## config.mk

```make
export PLATFORM = sky130hd
export DESIGN_NAME = cnt_watchdog
export DESIGN_NICKNAME = d
export VERILOG_FILES = /design/src/rtl/wdt_pkg.sv /design/src/rtl/wdt_prescaler.sv /design/src/rtl/wdt_counter.sv /design/src/rtl/wdt_regs.sv /design/src/rtl/cnt_watchdog.sv
export SDC_FILE = /design/constraint.sdc
export NUM_CORES = 1
export LEC_CHECK = 0
export BUFFER_PORTS_ARGS = -buffer_cell sky130_fd_sc_hd__buf_2
export CORE_MARGIN = 8
export CORE_UTILIZATION = 45
export DETAILED_ROUTE_END_ITERATION = 6
export GPL_TIMING_DRIVEN = 1
export HOLD_SLACK_MARGIN = 0.08
export PLACE_DENSITY = 0.63
export SYNTH_ARGS = -nofsm -noshare
export SYNTH_HDL_FRONTEND = slang
export SYNTH_SLANG_ARGS = --single-unit
```

## constraint.sdc

```tcl
create_clock -name clk -period 2 [get_ports clk]
set_input_delay 0 -clock clk [delete_from_list [all_inputs] [get_ports clk]]
set_output_delay 0 -clock clk [all_outputs]
set_load 0.03 [all_outputs]
```

## src/rtl/wdt_pkg.sv

```systemverilog
package wdt_pkg;

    localparam int BYTE_W = 8;
    localparam int CNT_W  = 2 * BYTE_W;
    localparam int ADDR_W = 3;
    localparam int PRE_W  = 4;

    typedef enum logic [1:0] {
        SEL_DIV12 = 2'd0,
        SEL_DIV4  = 2'd1,
        SEL_DIV1  = 2'd2,
        SEL_DIV1B = 2'd3
    } clk_sel_e;

    typedef enum logic [ADDR_W-1:0] {
        A_CTRL   = 3'd0,
        A_OFFSET = 3'd1,
        A_KICK   = 3'd2,
        A_FLAG   = 3'd3,
        A_CMP    = 3'd4,
        A_CNT_LO = 3'd5,
        A_CNT_HI = 3'd6,
        A_NONE   = 3'd7
    } reg_addr_e;

    typedef struct packed {
        logic     idle_hold;
        clk_sel_e sel;
        logic     lock;
        logic     en;
    } ctrl_t;

    localparam ctrl_t CTRL_DEFAULT = '{idle_hold: 1'b0, sel: SEL_DIV12, lock: 1'b0, en: 1'b1};

    // Terminal prescaler count (divide ratio minus one) for a select code.
    function automatic logic [PRE_W-1:0] pre_limit(clk_sel_e s);
        case (s)
            SEL_DIV12: pre_limit = PRE_W'(11);
            SEL_DIV4:  pre_limit = PRE_W'(3);
            default:   pre_limit = PRE_W'(0);
        endcase
    endfunction

    function automatic logic [BYTE_W-1:0] ctrl_to_byte(ctrl_t c);
        ctrl_to_byte = {3'b000, c.sel, c.idle_hold, c.lock, c.en};
    endfunction

endpackage

```

## src/rtl/wdt_prescaler.sv

```systemverilog
module wdt_prescaler
    import wdt_pkg::*;
(
    input  logic     clk,
    input  logic     rst,
    input  logic     clear,
    input  logic     run,
    input  clk_sel_e sel,
    output logic     tick
);
    logic [PRE_W-1:0] pcnt;
    logic [PRE_W-1:0] limit;

    assign limit = pre_limit(sel);
    assign tick  = run && (pcnt >= limit);

    always_ff @(posedge clk) begin
        if (rst || clear) begin
            pcnt <= '0;
        end else if (run) begin
            if (pcnt >= limit) pcnt <= '0;
            else               pcnt <= pcnt + 1'b1;
        end
    end
endmodule

```

## src/rtl/wdt_counter.sv

```systemverilog
module wdt_counter #(
    parameter int W = 16
) (
    input  logic         clk,
    input  logic         rst,
    input  logic         clear,
    input  logic         step,
    output logic [W-1:0] value
);
    always_ff @(posedge clk) begin
        if (rst || clear) value <= '0;
        else if (step)    value <= value + 1'b1;
    end
endmodule

```

## src/rtl/wdt_regs.sv

```systemverilog
module wdt_regs
    import wdt_pkg::*;
(
    input  logic              clk,
    input  logic              rst,
    input  logic              clear,
    input  logic              wr_en,
    input  logic [ADDR_W-1:0] wr_addr,
    input  logic [BYTE_W-1:0] wr_data,
    input  logic [BYTE_W-1:0] cnt_hi,
    output ctrl_t             ctrl,
    output logic [BYTE_W-1:0] offset,
    output logic [BYTE_W-1:0] cmp,
    output logic              active,
    output logic              force_req
);
    logic wr_ctrl, wr_ofs, wr_kick, wr_flag;

    assign wr_ctrl   = wr_en && (wr_addr == A_CTRL);
    assign wr_ofs    = wr_en && (wr_addr == A_OFFSET);
    assign wr_kick   = wr_en && (wr_addr == A_KICK);
    assign wr_flag   = wr_en && (wr_addr == A_FLAG);
    assign active    = ctrl.en || ctrl.lock;
    assign force_req = wr_flag && wr_data[0] && active;

    always_ff @(posedge clk) begin
        if (rst || clear) begin
            ctrl   <= CTRL_DEFAULT;
            offset <= '0;
            cmp    <= '0;
        end else begin
            if (wr_ctrl) begin
                if (!active) begin
                    ctrl.sel       <= clk_sel_e'(wr_data[4:3]);
                    ctrl.idle_hold <= wr_data[2];
                end
                if (!ctrl.lock) ctrl.en <= wr_data[0];
                ctrl.lock <= ctrl.lock | wr_data[1];
            end
            if (wr_ofs)  offset <= wr_data;
            if (wr_kick) cmp    <= cnt_hi + offset;
        end
    end
endmodule

```

## src/rtl/cnt_watchdog.sv

```systemverilog
module cnt_watchdog
    import wdt_pkg::*;
(
    input  logic       clk,
    input  logic       rst,
    input  logic       wr_en,
    input  logic [2:0] wr_addr,
    input  logic [7:0] wr_data,
    input  logic [2:0] rd_addr,
    output logic [7:0] rd_data,
    input  logic       idle_in,
    output logic       wdt_rst_req
);
    ctrl_t             ctrl;
    logic [BYTE_W-1:0] offset, cmp, cnt_lo, cnt_hi;
    logic [CNT_W-1:0]  cnt;
    logic              active, force_req, tick, run, wrap_hit, fire;

    assign run      = !(ctrl.idle_hold && idle_in);
    assign cnt_lo   = cnt[BYTE_W-1:0];
    assign cnt_hi   = cnt[CNT_W-1:BYTE_W];
    assign wrap_hit = tick && (cnt_lo == {BYTE_W{1'b1}}) && (cnt_hi == cmp);
    assign fire     = force_req || (active && wrap_hit);

    wdt_prescaler u_pre (
        .clk(clk), .rst(rst), .clear(fire), .run(run), .sel(ctrl.sel), .tick(tick)
    );

    wdt_counter #(.W(CNT_W)) u_cnt (
        .clk(clk), .rst(rst), .clear(fire), .step(tick), .value(cnt)
    );

    wdt_regs u_regs (
        .clk(clk), .rst(rst), .clear(fire),
        .wr_en(wr_en), .wr_addr(wr_addr), .wr_data(wr_data),
        .cnt_hi(cnt_hi), .ctrl(ctrl), .offset(offset), .cmp(cmp),
        .active(active), .force_req(force_req)
    );

    always_ff @(posedge clk) begin
        if (rst) wdt_rst_req <= 1'b0;
        else     wdt_rst_req <= fire;
    end

    always_comb begin
        case (rd_addr)
            A_CTRL:   rd_data = ctrl_to_byte(ctrl);
            A_OFFSET: rd_data = offset;
            A_CMP:    rd_data = cmp;
            A_CNT_LO: rd_data = cnt_lo;
            A_CNT_HI: rd_data = cnt_hi;
            default:  rd_data = '0;
        endcase
    end
endmodule

```

### Word level (Yosys, flattened, before mapping)

Cells that the tools add are included.

* multiplexer cells: 3
* equality and inequality tests: 10
* $add $sub $neg: 3
* reduce and logical (&&, ||, !) cells: 20
* bitwise logic cells: 3
* order comparisons: 1

Operators with widths (number)
* $pmux 8 s5: 1
* $add 16x1->16 const B: 1
* $logic_and 1x1->1: 11
* $eq 3x3->1 const B: 3
* $add 8x8->8: 1
* $eq 8x8->1: 1
* $eq 8x8->1 const B: 1
* $pmux 4 s2: 1
* $eq 3x1->1 const B: 2
* $eq 3x2->1 const B: 2
* $logic_not 3->1: 2
* $add 4x1->4 const B: 1
* $ge 4x4->1: 1
* $mux 4: 1
* $reduce_and 2->1: 2
* $logic_or 1x1->1: 3
* $eq 2x1->1 const B: 1
* $logic_not 2->1: 1
* $not 1->1: 2
* $logic_not 1->1: 1
* $or 1x1->1: 1

* logic and storage cells: 49
* flip-flop bits (word level): 42

### Longest topological paths before layout

Gate-level depths: netlist of run 1.

* word-level depth: 9
* depth in mapped cells: 9

### By module

Synthesis of run 1 repeated with hierarchy kept, for this count alone.

* cell total of the unflattened synthesis: 304
* area, all modules: 2597.5 sq um

Modules (own cells, without submodules)
* wdt_regs: area each 1102.3 sq um, cells each 125, seq. area each 420.4 sq um, instances 1
* wdt_counter: area each 716.9 sq um, cells each 81, seq. area each 320.3 sq um, instances 1
* cnt_watchdog: area each 475.5 sq um, cells each 64, seq. area each 20.0 sq um, instances 1
* wdt_prescaler: area each 302.8 sq um, cells each 34, seq. area each 80.1 sq um, instances 1

### Least setup slack after synthesis of run 1

No wires, ideal clock.

* path kind: flip-flop to flip-flop
* start point: reg u_pre.pcnt[0]
* end point: reg u_regs.ctrl[0] (netlist name)
* arrival time: 2.031 ns
* buffers on the path: 0
* library setup time: 0.122 ns
* setup slack: -0.153 ns
* stages on the path, launching flop included: 9
* cells stage by stage: dfxtp_1 > inv_1 > ha_1 > nand2b_4 > a2111o_1 > nand3_2 > nor3_1 > o31a_1 > a311o_1

* word-level cells in the longest chain between the ends: 7

RTL lines
* start, declared: RTL line wdt_prescaler.sv:11 `logic [PRE_W-1:0] pcnt;`
* start signal, assigned: RTL line wdt_prescaler.sv:22 `else pcnt <= pcnt + 1'b1;`
* $ge 4x4->1: RTL line wdt_prescaler.sv:15 `assign tick = run && (pcnt >= limit);`
* $logic_and 1x1->1: RTL line wdt_prescaler.sv:15
* $logic_and 1x1->1 (2 in series): RTL line cnt_watchdog.sv:22 `assign wrap_hit = tick && (cnt_lo == {BYTE_W{1'b1}}) && (cnt_hi == cmp);`
* $logic_and 1x1->1: RTL line cnt_watchdog.sv:23 `assign fire = force_req || (active && wrap_hit);`
* $logic_or 1x1->1: RTL line cnt_watchdog.sv:23
* $logic_or 1x1->1: RTL line wdt_regs.sv:27 `if (rst || clear) begin`

Every way passes these cells.
A chain may end at the register's enable or synchronous reset.

### Worst setup path in the final report of run 1

* start point: reg u_regs.ctrl[3] (netlist name)
* end point: reg u_regs.cmp[7]

* word-level cells in the longest chain between the ends: 9
* elaborated cells between the ends (all ways): 10
* classes of those cells: order compare: 1; eq/ne: 1; mux: 1; reduce/logical: 7

RTL lines
* $eq 2x1->1 or $logic_not 2->1 (tied branches): RTL line wdt_pkg.sv:37 `case (s)`
* $pmux 4 s2 *: RTL line wdt_pkg.sv:37
* $ge 4x4->1 *: RTL line wdt_prescaler.sv:15
* $logic_and 1x1->1 *: RTL line wdt_prescaler.sv:15
* $logic_and 1x1->1 * (2 in series): RTL line cnt_watchdog.sv:22
* $logic_and 1x1->1 *: RTL line cnt_watchdog.sv:23
* $logic_or 1x1->1 *: RTL line cnt_watchdog.sv:23
* $logic_or 1x1->1 *: RTL line wdt_regs.sv:27
* end signal, assigned: RTL line wdt_regs.sv:41 `if (wr_kick) cmp <= cnt_hi + offset;`
* end, declared: RTL line wdt_regs.sv:13 `output logic [BYTE_W-1:0] cmp,`

Mark *: on every way between the ends. The rest lies on a longest branch, timed or not.

==> impl_metrics.yaml, run 1 <==
run_status:
  status: "finished, violations left"
  violations: "negative setup slack"
power:
  power.internal_uw: 1250
  seqPwrFrac_pct: 51.4
  clockPowerShare_pct: 34.3
  p_per_area_mw_per_mm2: 519
  switchingPower_uw: 435
  power_uw: 1680
  power_frac_comb_pct: 14.3
  ir_drop_v: 0.000286
  sw_frac_of_total_pct: 25.8
  leakagePower_uw: 0.00130
die:
  die_h_microns: 90.3
  start_util_pct: 45.9
  rows: 27
  fp.dieW_microns: 90.3
  core_area_sq_mm: 0.00541
  die-area_sq_mm: 0.00815
  ioPinCount: 27
setup_path:
  worst-path-max-fanout: 9
  crit_chain: "or2_4 -> ha_4 -> a2111o_1 -> nand3_2 -> nor3_2 -> o31a_1 -> buf_4 -> a211oi_2"
  slowest_stage: "a2111o_1"
  start_kind: "flip-flop"
  worstPathArrival_ns: 2.29
  cp.required_ns: 2.23
  end_kind: "flip-flop"
  max_stage_delay_ns: 0.40
  critPathKind: "reg2reg"
sta:
  rsz0062_at_grt: "yes"
  fmax_mhz: 486
  worstMarginPinSlew_ns: 0.402
  fin_skew_ns: 0.00808
  slew-limit-headroom_pct: 73.0
  setup_viol: 34
  slew_violations: 0
  fin_tns_setup_ns: -0.631
  min_period_over_period_pct: 103
  finalHoldViolations: 0
  setup_slack_ns: -0.0567
  fin_crit_ns: 2.06
  holdWs_ns: 0.134
clock_network:
  clkSinkCount: 42
  cts_root_buf: "clkbuf_8"
  cts_tree: "built"
  clk_latency_ns: 0.30
  numCtsBuffers: 5
  clk_path_buf_depth: 2
  path_clk_slew_ns: 0.08
  cts_htree_levels: 2
placement:
  numPortBuffers: 26
  dp_hpwl_mm: 4.98
  globalplace.congestion: 0.831
layout:
  regArea_sq_um: 846
  antenna_cells: 0
  fillers: 528
  multi_input_area_sq_mm: 0.00164
  final_cell_mix: "nor2_1, dfxtp_1, buf_4"
  finalNetCount: 400
  area_growth_pct: 30.8
  layout_commonest_cell: "nor2_1"
  drive_above_1_share_pct: 27.3
global_routing:
  grt_antenna_before_repair: 0
  gr-total-overflow: 0
  grt_pass1_vias: 2268
  grt_max_degree: 19
  grt_pass1_wl_mm: 10.9
  track_usage_pct: 16.3
logic_synthesis:
  synth_area_sq_mm: 0.00248
  synthesis.nets: 328
  synth_edf_count: 0
  syn-mean-instance-area_sq_um: 8.35
  yosys.cell_types.count: 44
  ys_async_sr_fraction_pct: 0
  synth_cells: 297
  synth-main-ff-cell: "dfxtp_1"
  ys_ff_latch: 42
  ys_seq_area_share_pct: 33.9
  synth_warnings: 0
hold_path:
  hold_path_class: "in2reg"
routing:
  detailedRoute.firstIterationViolations: 125
  viasPerCell: 5.18
  dr.pass1.iters: 4
  finalWirelength_mm: 6.30
  vias: 2290
  drt-wirelength-per-cell_microns: 14.3
  drc: 0
  ant_nets: 0
run:
  max-cap-violations: 0
-- layer usage --
| metal | track usage, % | vias up | part of all wire [%] |
|---|---|---|---|
| met1 | 19.4 | 1067 | 45 |
| met4 | 7.21 | 0 | 2.8 |
| met2 | 27.7 | 27 | 48 |
| met5 | 0 | - | 0 |
| li1 | - | 1183 | - |
| met3 | 2.99 | 13 | 3.7 |
-- kinds of logic after synthesis --
family          synth area share (%)
fa+ha+maj                       6.86
compound gates                  13.5
simple gates                    22.2
xor+xnor                        9.88
mux                             10.0
flops                           33.9
buf+inv                         3.63
-- worst max-delay path: cells and delay by family, from the launching register on --
kind	cells	cell delay [ns]
buffers and inverters	1	0.20
AND/OR/NAND/NOR	3	0.38
flip-flops	1	0.37
AO/OA/AOI/OAI	3	0.88
adder cells (fa/ha/maj)	1	0.16
-- per-stage QoR --
stage          instance area, sq um  utilization, %  cells  setup WS [ns]
6_report                       3240            60.0    442        -0.0567
3_5_place_dp                   2980            55.0    422         -0.131
4_1_cts                        3220            59.5    442        -0.0635
2_1_floorplan                  2510               -    297        -0.0575
3_3_place_gp                   2980            55.0    422        -0.0770
5_1_grt                        3240            60.0    442         -0.119
-- path summary, 6_finish.rpt --
kind | end | from | cells after the start | slack (ns)
hold / removal | wdt_rst_req$_SDFF_PP0_ | wr_addr[0] | 5 | 0.13
hold reg to reg | u_regs.cmp[0]$_SDFFE_PP0P_ | u_regs.cmp[0]$_SDFFE_PP0P_ | 2 | 0.49
setup reg to reg | u_regs.cmp[7]$_SDFFE_PP0P_ | u_regs.ctrl[3]$_SDFFE_PP0P_ | 8 | -0.06
setup / recovery | u_regs.cmp[7]$_SDFFE_PP0P_ | u_regs.ctrl[3]$_SDFFE_PP0P_ | 8 | -0.06
-- power by group through the flow --
stage | Clock (uW) | Sequential, uW | Combinational [uW]
finish | 577 | 864 | 241
global route | 618 | 866 | 267
CTS | 593 | 864 | 235
detailed placement | 0 | 885 | 213
global placement | 0 | 884 | 210
floorplan | 0 | 883 | 127
-- timing repair --
item,CTS,global route
gates resized for setup,7,9
buffers inserted,2,0
setup endpoints to repair,41,41
hold buffers,10,0
pin swaps,1,5
endpoints found under the hold margin,16,0
-- layout make-up --
class	count	share of cell area [%]
Tap cell	72	2.78
Clock inverter	1	0.154
Timing Repair Buffer	77	16.8
Clock buffer	7	2.66
Multi-Input combinational cell	234	50.5
Inverter	9	1.04
Sequential cell	42	26.1
-- sequential cells by signal, summed over array words and instances (netlist names) --
| name | cells |
|---|---|
| u_pre.pcnt | 4 |
| u_regs.ctrl | 5 |
| u_cnt.value | 16 |
| u_regs.cmp | 8 |
| u_regs.offset | 8 |
| wdt_rst_req | 1 |
-- synthesized netlist by cell type, drive strengths merged (5+ instances only) --
cell type,n,share of area [%]
ha,12,6.1
nand3,17,3.6
xnor2,23,8.1
xor2,5,1.8
buf,7,1.5
o21a,6,1.8
nor3,15,3.0
nand2,26,3.9
nor2,44,6.7
o21ai,14,2.8
inv,9,1.4
dfxtp,42,34
clkbuf,5,0.76
mux2i,17,6.9
a21oi,13,2.6
Power figures use the tool's default switching activity.
==> run 2: changes to the inputs <==
--- a/config.mk
+++ b/config.mk
@@ -15,3 +15,4 @@
 export SYNTH_ARGS = -nofsm -noshare
 export SYNTH_HDL_FRONTEND = slang
 export SYNTH_SLANG_ARGS = --single-unit
+export TNS_END_PERCENT = 10
==> impl_metrics.yaml, run 2 (synthesis gave the netlist of run 1 again) <==
run_status:
  status: "finished, violations left"
  violations: "negative setup slack"
placement:
  preCtsSetupSlack_ns: -0.0924
  dp.cells: 422
  dp_hpwl_mm: 5.01
  numPortBuffers: 26
  globalplace.congestion: 0.813
clock_network:
  numCtsBuffers: 5
  cts_root_buf: "clkbuf_8"
  cts_tree: "built"
  clkSinkCount: 42
  path_clk_slew_ns: 0.08
  cts_htree_levels: 2
  post_cts_buffers: 0
  clk_path_buf_depth: 2
  clk_latency_ns: 0.29
routing:
  viasPerCell: 5.20
  drt-wirelength-per-cell_microns: 14.7
  ant_nets: 0
  dr.pass1.iters: 4
  vias: 2292
  drc: 0
  finalWirelength_mm: 6.50
  detailedRoute.firstIterationViolations: 154
layout:
  area_growth_pct: 32.6
  final_cell_mix: "dfxtp_1, nor2_1, buf_4"
  finalNetCount: 400
  drive_above_1_share_pct: 29.5
  antenna_cells: 0
  layout_commonest_cell: "dfxtp_1"
  regMostFlops: "u_cnt.value"
  utilization_pct: 60.9
  fin_cells: 441
  largest_reg_flops: 16
  largestRegisters: "u_cnt.value x16, u_regs.cmp x8, u_regs.offset x8"
sta:
  setup_slack_ns: -0.0400
  rsz0062_at_grt: "yes"
  worstMarginPinSlew_ns: 0.421
  slew_violations: 0
  slew-limit-headroom_pct: 71.7
  setup_viol: 15
  min_period_over_period_pct: 102
  fmax_mhz: 490
  fin_crit_ns: 2.04
  fin_skew_ns: 0.00698
  finalHoldViolations: 0
setup_path:
  critPathKind: "reg2reg"
  end_kind: "flip-flop"
  worstPathArrival_ns: 2.22
  worst-path-max-fanout: 7
  rr_worst_depth: 8
  reg2reg_to: "u_regs.ctrl[0]$_SDFFE_PP1P_"
  start_kind: "flip-flop"
  r2r_slack_ns: -0.04
  rr_startpoint: "u_regs.ctrl[3]$_SDFFE_PP0P_"
  cp.required_ns: 2.18
hold_path:
  hold_path_class: "in2reg"
  holdPathEnd: "u_regs.ctrl[1]$_SDFFE_PP0P_"
  holdCritStartpoint: "wr_addr[0]"
  holdPathStages: 4
die:
  core_area_sq_mm: 0.00541
  die-area_sq_mm: 0.00815
  rows: 27
  fp.dieW_microns: 90.3
  start_util_pct: 45.9
  die_h_microns: 90.3
  ioPinCount: 27
global_routing:
  gr-total-overflow: 0
  track_usage_pct: 15.6
  grt_max_degree: 19
  grt_antenna_before_repair: 0
  grt_pass1_vias: 2267
  grt_pass1_wl_mm: 10.6
power:
  ir_drop_v: 0.000304
  p_per_area_mw_per_mm2: 545
  leakagePower_uw: 0.00131
run:
  max-cap-violations: 0
-- run 2: cell types whose count changed in the layout (fill, tap and decap cells not counted), sizes merged --
cell    previous run  this run
clkbuf             7         6
clkinv             1         0
bufinv             0         1
-- run 2: stage by stage --
| stage | area, sq um | power [uW] | setup TNS (ns) | hold WS (ns) |
|---|---|---|---|---|
| after floorplan | 2510 | 1010 | -0.139 | 0.0793 |
| after global placement | 2980 | 1090 | -0.347 | 0.211 |
| after detailed placement | 2980 | 1100 | -1.44 | 0.206 |
| after CTS | 3220 | 1790 | -0.262 | 0.121 |
| after global routing | 3290 | 1870 | -2.10 | 0.162 |
| final | 3290 | 1790 | -0.182 | 0.125 |
-- run 2: per-layer routing --
layer	part of all wire, %	wire (microns)	up-vias	track usage [%]
met5	0	0	-	0
met4	1.8	114	0	6.10
met3	3.5	228	8	2.91
met2	48	3140	35	26.5
met1	46	3020	1070	19.0
li1	-	-	1179	-
-- run 2: area by class of cell --
class / count / area [sq um]
clock buffers: 6 / 82.6
clock inverters: 1 / 30.0
well taps: 72 / 90.1
multi-input cells: 234 / 1660
flip-flops and latches: 42 / 847
fillers: 495 / 2110
repair buffers: 77 / 551
inverters: 9 / 33.8
-- run 2: power breakdown --
group | switching, uW | leakage (uW) | internal [uW]
Clock | 276 | 0.0000573 | 399
Combinational | 127 | 0.000913 | 126
Sequential | 14.6 | 0.000341 | 849
Total | 418 | 0.00131 | 1380
-- run 2: worst max path at each step --
stage                                             end                          start
after floorplan           u_regs.ctrl[0]$_SDFFE_PP1P_     u_pre.pcnt[0]$_SDFFE_PP0N_
after global placement     u_regs.cmp[7]$_SDFFE_PP0P_  u_regs.offset[1]$_SDFFE_PP0P_
after detailed placement  u_cnt.value[1]$_SDFFE_PP0N_    u_regs.ctrl[3]$_SDFFE_PP0P_
after CTS                  u_regs.cmp[7]$_SDFFE_PP0P_  u_regs.offset[2]$_SDFFE_PP0P_
after global routing      u_regs.ctrl[0]$_SDFFE_PP1P_     u_pre.pcnt[0]$_SDFFE_PP0N_
final                     u_regs.ctrl[0]$_SDFFE_PP1P_    u_regs.ctrl[3]$_SDFFE_PP0P_
-- run 2: critical path: stages (launching register included) --
cell,delay [ns]
dfxtp_4,0.37
inv_2,0.04
ha_4,0.19
nand2b_4,0.13
a2111o_1,0.38
nand3_2,0.09
nor3_2,0.05
o31a_4,0.40
a311o_1,0.27
-- run 2: what timing repair did --
| action | 4_1_cts | 5_1_grt |
|---|---|---|
| pin swaps | 7 | 5 |
| resized for setup | 8 | 19 |
| setup endpoints to repair | 40 | 41 |
| gates cloned | 0 | 2 |
| hold buffers | 10 | 0 |
| hold endpoints to repair | 16 | 0 |
==> run 3: changes to the inputs <==
--- a/config.mk
+++ b/config.mk
@@ -6,7 +6,7 @@
 export NUM_CORES = 1
 export LEC_CHECK = 0
 export BUFFER_PORTS_ARGS = -buffer_cell sky130_fd_sc_hd__buf_2
-export CORE_MARGIN = 8
+export CORE_MARGIN = 4
 export CORE_UTILIZATION = 45
 export DETAILED_ROUTE_END_ITERATION = 6
 export GPL_TIMING_DRIVEN = 1
==> impl_metrics.yaml, run 3 (synthesis gave the netlist of run 1 again) <==
clock_network:
  cts_htree_levels: 2
  clk_path_buf_depth: 2
  path_clk_slew_ns: 0.08
  numCtsBuffers: 5
  clkSinkCount: 42
  clk_latency_ns: 0.29
  cts_tree: "built"
  cts_root_buf: "clkbuf_8"
layout:
  largestRegisters: "u_cnt.value x16, u_regs.cmp x8, u_regs.offset x8"
  area_growth_pct: 30.5
  largest_reg_flops: 16
  regMostFlops: "u_cnt.value"
  regArea_sq_um: 846
  multi_input_area_sq_mm: 0.00163
  drive_above_1_share_pct: 27.2
  utilization_pct: 61.8
  finalNetCount: 398
  antenna_cells: 0
  final_cell_mix: "nor2_1, dfxtp_1, buf_4"
  fillers: 492
sta:
  fin_crit_ns: 2.05
  min_period_over_period_pct: 102
  slew_violations: 0
  finalHoldViolations: 0
  fin_skew_ns: 0.00738
  slew-limit-headroom_pct: 71.0
  setup_viol: 30
  worstMarginPinSlew_ns: 0.432
  rsz0062_at_grt: "yes"
  setup_slack_ns: -0.0473
  fmax_mhz: 488
routing:
  met1Wirelength_mm: 2.95
  top_layer: "met4"
  vias: 2266
  dr.pass1.iters: 4
  drc: 0
  met2WireLength_mm: 3.07
  ant_nets: 0
  drt-wirelength-per-cell_microns: 14.2
  dr_wl_met3_microns: 139
  detailedRoute.firstIterationViolations: 133
  finalWirelength_mm: 6.22
  viasPerCell: 5.17
placement:
  numPortBuffers: 26
  dp_hpwl_mm: 4.86
  globalplace.congestion: 0.799
setup_path:
  worst-path-max-fanout: 5
  slowest_stage: "a2111o_1"
  crit_chain: "or2_4 -> ha_4 -> a2111o_1 -> nand3_2 -> nor3_2 -> o31a_1 -> a311o_1"
  worstPathArrival_ns: 2.23
  start_kind: "flip-flop"
  critPathKind: "reg2reg"
  max_stage_delay_ns: 0.41
  end_kind: "flip-flop"
  cp.required_ns: 2.18
hold_path:
  hold_path_class: "in2reg"
power:
  p_per_area_mw_per_mm2: 541
  ir_drop_v: 0.000283
  power_uw: 1750
  leakagePower_uw: 0.00130
die:
  core_area_sq_mm: 0.00524
  start_util_pct: 47.4
  die-area_sq_mm: 0.00677
  fp.dieW_microns: 82.3
  rows: 26
  ioPinCount: 27
  die_h_microns: 82.3
global_routing:
  grt_antenna_before_repair: 0
  gr-total-overflow: 0
  grt_pass1_wl_mm: 10.4
  grt_max_degree: 19
  track_usage_pct: 20.3
  grt_pass1_vias: 2194
run_status:
  status: "finished, violations left"
  violations: "negative setup slack"
run:
  max-cap-violations: 0
==> run 3: changes by cell type in the layout (fill, tap and decap cells not counted), sizes merged <==
cell,previous run,this run
clkbuf,6,7
buf,67,65
==> run 3: stage by stage <==
| step | instance area (sq um) | TNS, ns | setup WS [ns] | cells | hold WS, ns |
|---|---|---|---|---|---|
| after detailed placement | 2970 | -2.03 | -0.105 | 419 | 0.205 |
| final | 3240 | -0.604 | -0.0473 | 438 | 0.127 |
| after global routing | 3240 | -4.06 | -0.132 | 438 | 0.171 |
| after global placement | 2970 | -0.579 | -0.0920 | 419 | 0.210 |
| after CTS | 3200 | -0.193 | -0.0300 | 437 | 0.123 |
| after floorplan | 2510 | -0.139 | -0.0575 | 297 | 0.0793 |
==> run 3: path summary, 6_finish.rpt <==
kind | slack, ns | start | end | depth (start not counted)
worst max register to register | -0.05 | u_regs.ctrl[3]$_SDFFE_PP0P_ | u_regs.ctrl[0]$_SDFFE_PP1P_ | 7
worst min-delay path | 0.13 | wr_addr[0] | wdt_rst_req$_SDFF_PP0_ | 5
worst max-delay path | -0.05 | u_regs.ctrl[3]$_SDFFE_PP0P_ | u_regs.ctrl[0]$_SDFFE_PP1P_ | 7
worst min register to register | 0.50 | u_regs.cmp[0]$_SDFFE_PP0P_ | u_regs.cmp[0]$_SDFFE_PP0P_ | 2
==> run 3: repair_timing <==
action,4_1_cts,5_1_grt
setup buffers,0,1
endpoints found under the hold margin,16,0
resized for setup,6,11
setup endpoints to repair,41,41
pin swaps,4,1
hold buffers,10,0
==> run 3: layer usage <==
| layer | track usage, % | up-vias |
|---|---|---|
| met4 | 4.82 | 0 |
| met2 | 35.6 | 23 |
| met1 | 26.0 | 1062 |
| li1 | - | 1177 |
| met3 | 3.04 | 4 |
| met5 | 0 | - |
==> run 3: final cells by class <==
type	count	area share, %
well taps	70	2.70
clock inverters	1	0.927
repair buffers	75	16.5
clock buffers	7	2.36
flip-flops and latches	42	26.1
multi-input cells	234	50.3
inverters	9	1.04
==> run 3: critical path: cells and delay by family (launching register included) <==
kind / cells / cell delay [ns]
adder cells (fa/ha/maj): 1 / 0.16
AND/OR/NAND/NOR: 3 / 0.38
AO/OA/AOI/OAI: 3 / 1.05
flip-flops: 1 / 0.36
==> run 3: power by group <==
part           internal, uW  total [uW]  switching, uW
Clock                   374         656            282
Sequential              849         863           13.7
Combinational           115         235            119
Total                  1340        1750            415
